**src/rtl/sks_pkg.sv**
```systemverilog
package sks_pkg;

  // Destination index of source byte idx in a rows x cols grid stored
  // column-major; row r is rotated left by r columns.
  function automatic int scatter_dest(input int idx, input int rows, input int cols);
    int c;
    int r;
    int nc;
    c  = idx / rows;
    r  = idx % rows;
    nc = (((c - (r % cols)) % cols) + cols) % cols;
    return nc * rows + r;
  endfunction

endpackage

```
**src/rtl/sks_sbox_ram.sv**
```systemverilog
module sks_sbox_ram #(
  parameter int AW = 8,
  parameter int DW = 8
) (
  input  logic          clk,
  input  logic          we,
  input  logic [AW-1:0] waddr,
  input  logic [DW-1:0] wdata,
  input  logic          re,
  input  logic [AW-1:0] raddr,
  output logic [DW-1:0] rdata
);
  localparam int DEPTH = 1 << AW;

  logic [DW-1:0] mem [DEPTH];

  // simple dual-port, registered read: maps onto block RAM
  always_ff @(posedge clk) begin
    if (we) mem[waddr] <= wdata;
    if (re) rdata <= mem[raddr];
  end
endmodule

```
**src/rtl/sks_sequencer.sv**
```systemverilog
module sks_sequencer #(
  parameter int NB   = 16,
  parameter int IDXW = 4
) (
  input  logic            clk,
  input  logic            rst,
  input  logic            start,
  output logic            load,
  output logic            busy,
  output logic            done,
  output logic            rd_en,
  output logic [IDXW-1:0] rd_idx,
  output logic            wr_en,
  output logic [IDXW-1:0] wr_idx
);
  localparam logic [IDXW-1:0] LAST = IDXW'(NB - 1);

  logic            busy_q, rd_act_q, wr_vld_q, done_q;
  logic [IDXW-1:0] rd_cnt_q, wr_idx_q;

  assign load = start && !busy_q;

  always_ff @(posedge clk) begin
    if (rst) begin
      busy_q   <= 1'b0;
      rd_act_q <= 1'b0;
      wr_vld_q <= 1'b0;
      done_q   <= 1'b0;
      rd_cnt_q <= '0;
      wr_idx_q <= '0;
    end else begin
      done_q   <= 1'b0;
      wr_vld_q <= rd_act_q;
      wr_idx_q <= rd_cnt_q;
      if (load) begin
        busy_q   <= 1'b1;
        rd_act_q <= 1'b1;
        rd_cnt_q <= '0;
      end else if (rd_act_q) begin
        if (rd_cnt_q == LAST) begin
          rd_act_q <= 1'b0;
          rd_cnt_q <= '0;
        end else begin
          rd_cnt_q <= rd_cnt_q + 1'b1;
        end
      end
      if (wr_vld_q && (wr_idx_q == LAST)) begin
        done_q <= 1'b1;
        busy_q <= 1'b0;
      end
    end
  end

  assign busy   = busy_q;
  assign done   = done_q;
  assign rd_en  = rd_act_q;
  assign rd_idx = rd_cnt_q;
  assign wr_en  = wr_vld_q;
  assign wr_idx = wr_idx_q;
endmodule

```
**src/rtl/sks_scatter_buf.sv**
```systemverilog
module sks_scatter_buf #(
  parameter int ROWS = 4,
  parameter int COLS = 4,
  parameter int DW   = 8
) (
  input  logic                        clk,
  input  logic                        rst,
  input  logic                        load,
  input  logic [ROWS*COLS*DW-1:0]     load_blk,
  input  logic [$clog2(ROWS*COLS)-1:0] rd_idx,
  output logic [DW-1:0]               rd_byte,
  input  logic                        wr_en,
  input  logic [$clog2(ROWS*COLS)-1:0] wr_idx,
  input  logic [DW-1:0]               wr_byte,
  output logic [ROWS*COLS*DW-1:0]     out_blk
);
  localparam int NB   = ROWS * COLS;
  localparam int IDXW = $clog2(NB);

  logic [DW-1:0]   src_q    [NB];
  logic [DW-1:0]   dst_q    [NB];
  logic [IDXW-1:0] dest_map [NB];

  // dispersion lives only in this constant write-address map
  for (genvar i = 0; i < NB; i++) begin : g_map
    localparam int DST = sks_pkg::scatter_dest(i, ROWS, COLS);
    assign dest_map[i] = IDXW'(DST);
    assign out_blk[i*DW +: DW] = dst_q[i];
  end

  always_ff @(posedge clk) begin
    if (rst) begin
      for (int i = 0; i < NB; i++) src_q[i] <= '0;
    end else if (load) begin
      for (int i = 0; i < NB; i++) src_q[i] <= load_blk[i*DW +: DW];
    end
  end

  always_ff @(posedge clk) begin
    if (rst) begin
      for (int i = 0; i < NB; i++) dst_q[i] <= '0;
    end else if (wr_en) begin
      dst_q[dest_map[wr_idx]] <= wr_byte;
    end
  end

  assign rd_byte = src_q[rd_idx];
endmodule

```
**src/rtl/sks_engine.sv**
```systemverilog
module sks_engine #(
  parameter int ROWS = 4,
  parameter int COLS = 4,
  parameter int DW   = 8
) (
  input  logic                    clk,
  input  logic                    rst,
  input  logic                    start,
  input  logic [ROWS*COLS*DW-1:0] blk_in,
  input  logic [ROWS*COLS*DW-1:0] rkey,
  input  logic                    tbl_we,
  input  logic [DW-1:0]           tbl_addr,
  input  logic [DW-1:0]           tbl_wdata,
  output logic                    busy,
  output logic                    done,
  output logic [ROWS*COLS*DW-1:0] blk_out
);
  localparam int NB   = ROWS * COLS;
  localparam int IDXW = $clog2(NB);

  logic            load, rd_en, wr_en;
  logic [IDXW-1:0] rd_idx, wr_idx;
  logic [DW-1:0]   src_byte, sub_byte, mix_byte;
  logic [DW-1:0]   key_b [NB];

  for (genvar i = 0; i < NB; i++) begin : g_key
    assign key_b[i] = rkey[i*DW +: DW];
  end

  sks_sequencer #(.NB(NB), .IDXW(IDXW)) u_seq (
    .clk    (clk),
    .rst    (rst),
    .start  (start),
    .load   (load),
    .busy   (busy),
    .done   (done),
    .rd_en  (rd_en),
    .rd_idx (rd_idx),
    .wr_en  (wr_en),
    .wr_idx (wr_idx)
  );

  sks_sbox_ram #(.AW(DW), .DW(DW)) u_tbl (
    .clk   (clk),
    .we    (tbl_we && !busy),
    .waddr (tbl_addr),
    .wdata (tbl_wdata),
    .re    (rd_en),
    .raddr (src_byte),
    .rdata (sub_byte)
  );

  assign mix_byte = sub_byte ^ key_b[wr_idx];

  sks_scatter_buf #(.ROWS(ROWS), .COLS(COLS), .DW(DW)) u_buf (
    .clk      (clk),
    .rst      (rst),
    .load     (load),
    .load_blk (blk_in),
    .rd_idx   (rd_idx),
    .rd_byte  (src_byte),
    .wr_en    (wr_en),
    .wr_idx   (wr_idx),
    .wr_byte  (mix_byte),
    .out_blk  (blk_out)
  );
endmodule

```
**config.mk**
```make
export PLATFORM = sky130hd
export DESIGN_NAME = sks_engine
export DESIGN_NICKNAME = d
export VERILOG_FILES = /design/src/rtl/sks_pkg.sv /design/src/rtl/sks_sbox_ram.sv /design/src/rtl/sks_sequencer.sv /design/src/rtl/sks_scatter_buf.sv /design/src/rtl/sks_engine.sv
export SDC_FILE = /design/constraint.sdc
export NUM_CORES = 2
export LEC_CHECK = 0
export ABC_AREA = 1
export BUFFER_PORTS_ARGS = -buffer_cell sky130_fd_sc_hd__buf_2
export CORE_MARGIN = 10
export CORE_UTILIZATION = 55
export DETAILED_ROUTE_END_ITERATION = 6
export MAX_ROUTING_LAYER = met4
export PLACE_DENSITY = 0.75
export SLEW_MARGIN = 0
export SYNTH_ARGS = -nofsm -noshare
export SYNTH_HDL_FRONTEND = slang
export SYNTH_SLANG_ARGS = --single-unit
```
**constraint.sdc**
```tcl
create_clock -name clk -period 4.2 [get_ports clk]
set_clock_uncertainty 0.15 [all_clocks]
set_input_delay 0.42 -clock clk [delete_from_list [all_inputs] [get_ports clk]]
set_output_delay 0.42 -clock clk [all_outputs]
set_load 0.005 [all_outputs]
```
==> results.yml <==
finish:
  areaGrowthSynthToFinish_pct: 14.09
  fin_nets: 10120
  final_cells: 12510
  drive_gt1_share_pct: 10.47
  nFillCells: 13770
  stdcell_area_um2: 116200
place:
  hpwl_um: 190100
  dp_slack_ns: 0.2029
  placed_area_um2: 107400
  dpl.cell_count: 11940
  gp_congestion: 1.027
  port_buffers: 405
sta:
  fin_crit_sh_pct: 98.58
  min_period_ns: 4.141
  slew_headroom_pct: 19.75
  worstMarginPinSlew_ns: 1.202
  max_freq_mhz: 241.5
  fin_ws_ns: 0.05945
  final_hold_viol_count: 0
  finalSetupViolCount: 0
  drv_slew: 0
clocking:
  post_cts_buffers: 0
  cts_root_buf: "clkbuf_16"
  cts_max_level: 4
  cts_buffer_depth: 3
  cts_buffers: 227
  cts_tree: "done"
  clock_latency_ns: 0.88
  clkTransAtPathRegs_ns: 0.06
  cts_sinks: 2328
global_route:
  overflow: 0
  grt.total_usage_pct: 29.90
  grt_pass1_vias: 70180
  antenna_found_initial: 8
  grt_pass1_wl_um: 448600
  grt_max_degree: 129
logic_synthesis:
  synth_edf_count: 2312
  synthArstFlopShare_pct: 0
  yosysWarnings: 0
  syn_area_per_cell_um2: 10.85
  syn_inst: 9388
  synth-seq-area-share_pct: 68.49
  synthesis.nets: 9669
  synth.distinct_cells: 38
  ys.flop_type: "edfxtp_1"
  syn_area_um2: 101800
  ys_ff_latch: 2328
pwr:
  power_mw: 52.63
  power.density_nw_per_um2: 453.0
  p_leak_nw: 45.65
  irDropWorstVdd_uv: 389.2
worst_setup_path:
  cpPeakStageDelay_ns: 0.62
  r2r_end: "u_tbl.rdata[0]"
  cp_top_family: "simple AND/OR/NAND/NOR gates"
  r2r_setup_slack_ns: 0.06
  crit_cells: 16
  cp_slowest_cell: "buf_4"
  endpoint: "u_tbl.rdata[0]"
  crit_path_start_kind: "flop"
  cp_common_cell: "nand3_1"
  cp_max_fo: 68
  required_ns: 4.69
  crit_arrival_ns: 4.63
  worstRegToRegCells: 16
  end_kind: "flop"
  crit_buf_inv: 3
  criticalPathCategory: "reg -> reg"
  path_cells: "buf_4, nand2_1, nand3_1, nand3_1, nand3_4, buf_12, buf_4, nand3b_1, nand3_1, nand3_1, nand3_1, nand3_1, nand3_1, nand3_1, nand3_1, nand2_1"
routing:
  drc: 1
  drt_iter0_drc: 9711
  firstDrtPassIters: 7
  wirelength_um: 304300
  drt-wirelength-per-cell_um: 24.32
  vias_per_cell: 5.837
  vias: 73030
  drtAntennaViolNets: 0
min_path:
  whs_path_depth: 1
  hp-class: "in -> reg"
job:
  drv_cap: 0
floorplanning:
  floorplan.initialDensity_pct: 55.44
  core_region_area_um2: 183700
  die_area_um2: 202800
  ios: 406
  die_x_um: 450.3
  die_h_um: 450.3
  rows: 157
status:
  outcome: "finished with violations"
  failed_checks: "design-rule violations"
[registers in the layout, indices dropped and copies added (netlist names), named ones only]
name          count
u_tbl.mem      2048
u_tbl.rdata       8
u_seq.busy        1
u_seq.rd_en       1
u_seq.wr_en       1
u_seq.wr_idx      4
u_seq.done        1
u_buf.src_q     128
u_seq.rd_idx      4
u_buf.dst_q     128
[metrics by stage]
step | setup TNS, ns | util (%) | hold slack [ns]
2_1_floorplan | 0 | - | 0.2609
3_3_place_gp | 0 | 58.49 | 0.2779
3_5_place_dp | 0 | 58.49 | 0.2757
4_1_cts | 0 | 63.24 | 0.02087
5_1_grt | -0.002077 | 63.25 | 0.06042
6_report | 0 | 63.25 | 0.05948
[layer usage]
| metal | part of all wire (%) | global-route usage [%] | up-vias |
|---|---|---|---|
| li1 | - | - | 32750 |
| met1 | 37 | 37.34 | 35100 |
| met2 | 47 | 46.49 | 4379 |
| met3 | 10 | 5.587 | 798 |
| met4 | 6.0 | 15.94 | 0 |
| met5 | 0 | - | - |
[where the power goes]
part / leakage (nW) / switching (mW) / internal [mW]
Combinational: 20.8 / 4.72 / 1.93
Clock: 3.58 / 8.96 / 11.2
Sequential: 21.3 / 0.113 / 25.7
Total: 45.7 / 13.8 / 38.8
[synthesized netlist by cell type (11+ instances only)]
| master | n | area (µm²) |
|---|---|---|
| edfxtp_1 | 2312 | 69430 |
| nand2_1 | 1960 | 7357 |
| nand3_1 | 1764 | 8828 |
| inv_1 | 1246 | 4677 |
| nor2_1 | 594 | 2230 |
| nand3b_1 | 504 | 3784 |
| buf_2 | 268 | 1341 |
| clkbuf_1 | 247 | 927.1 |
| o21ai_0 | 125 | 625.6 |
| o211ai_1 | 115 | 863.3 |
| a21oi_1 | 61 | 305.3 |
| buf_1 | 53 | 198.9 |
| buf_4 | 32 | 240.2 |
| dfxtp_1 | 16 | 320.3 |
| o22ai_1 | 14 | 87.58 |
| a221oi_1 | 11 | 96.34 |
[cells in the final DEF (no fill, tap or decap), drive strengths merged]
master / n
a211o: 2
a211oi: 1
a21oi: 61
a221o: 6
a221oi: 11
a22o: 1
a311o: 1
a32o: 2
buf: 689
bufinv: 18
clkbuf: 269
clkinv: 117
clkinvlp: 14
dfxtp: 16
diode: 10
dlygate4sd3: 137
edfxtp: 2312
ha: 5
inv: 1261
nand2: 1962
nand3: 1764
nand3b: 504
nand4: 2
nor2: 594
nor3: 6
o2111ai: 5
o211ai: 115
o21ai: 125
o221ai: 2
o22ai: 14
o41ai: 3
or2: 9
or3: 1
xnor2: 9
[area by class of cell]
class                           instances  area, µm²  share of cell area, %
Multi-Input combinational cell       5205      24750                  21.30
Clock inverter                        157       1470                  1.265
Sequential cell                      2328      69750                  60.04
Antenna cell                           10      25.02                0.02154
Clock buffer                          269       5889                  5.069
Inverter                             1253       4740                  4.079
Timing Repair Buffer                  826       6474                  5.572
Tap cell                             2464       3083                  2.654
[kinds of logic (layout without fill, tap and decap cells)]
kind of cell	after synthesis	in the layout	share of synthesized area, %
buf+inv	1855	2505	7.301
compound gates	349	349	2.150
other cells	0	10	0
simple gates	4842	4842	21.92
xor+xnor	9	9	0.07741
flops	2328	2328	68.49
fa+ha+maj	5	5	0.06143
[how the worst min path moves through the flow]
stage,end,startpoint,slack (ns)
after floorplan,u_seq.busy,u_seq.wr_en,0.26
after global placement,u_seq.busy,u_seq.wr_en,0.28
after detailed placement,u_seq.busy,u_seq.wr_en,0.28
after CTS,u_tbl.mem[250][7],tbl_wdata[7],0.02
after global routing,u_tbl.mem[243][7],tbl_wdata[7],0.06
final,u_tbl.mem[250][7],tbl_wdata[7],0.06
[repair_timing]
action / CTS / global route
endpoints found under the hold margin: 578 / 0
resized for setup: 0 / 0
hold buffers: 137 / 0
No activity file was read; power rests on OpenSTA's default activity.
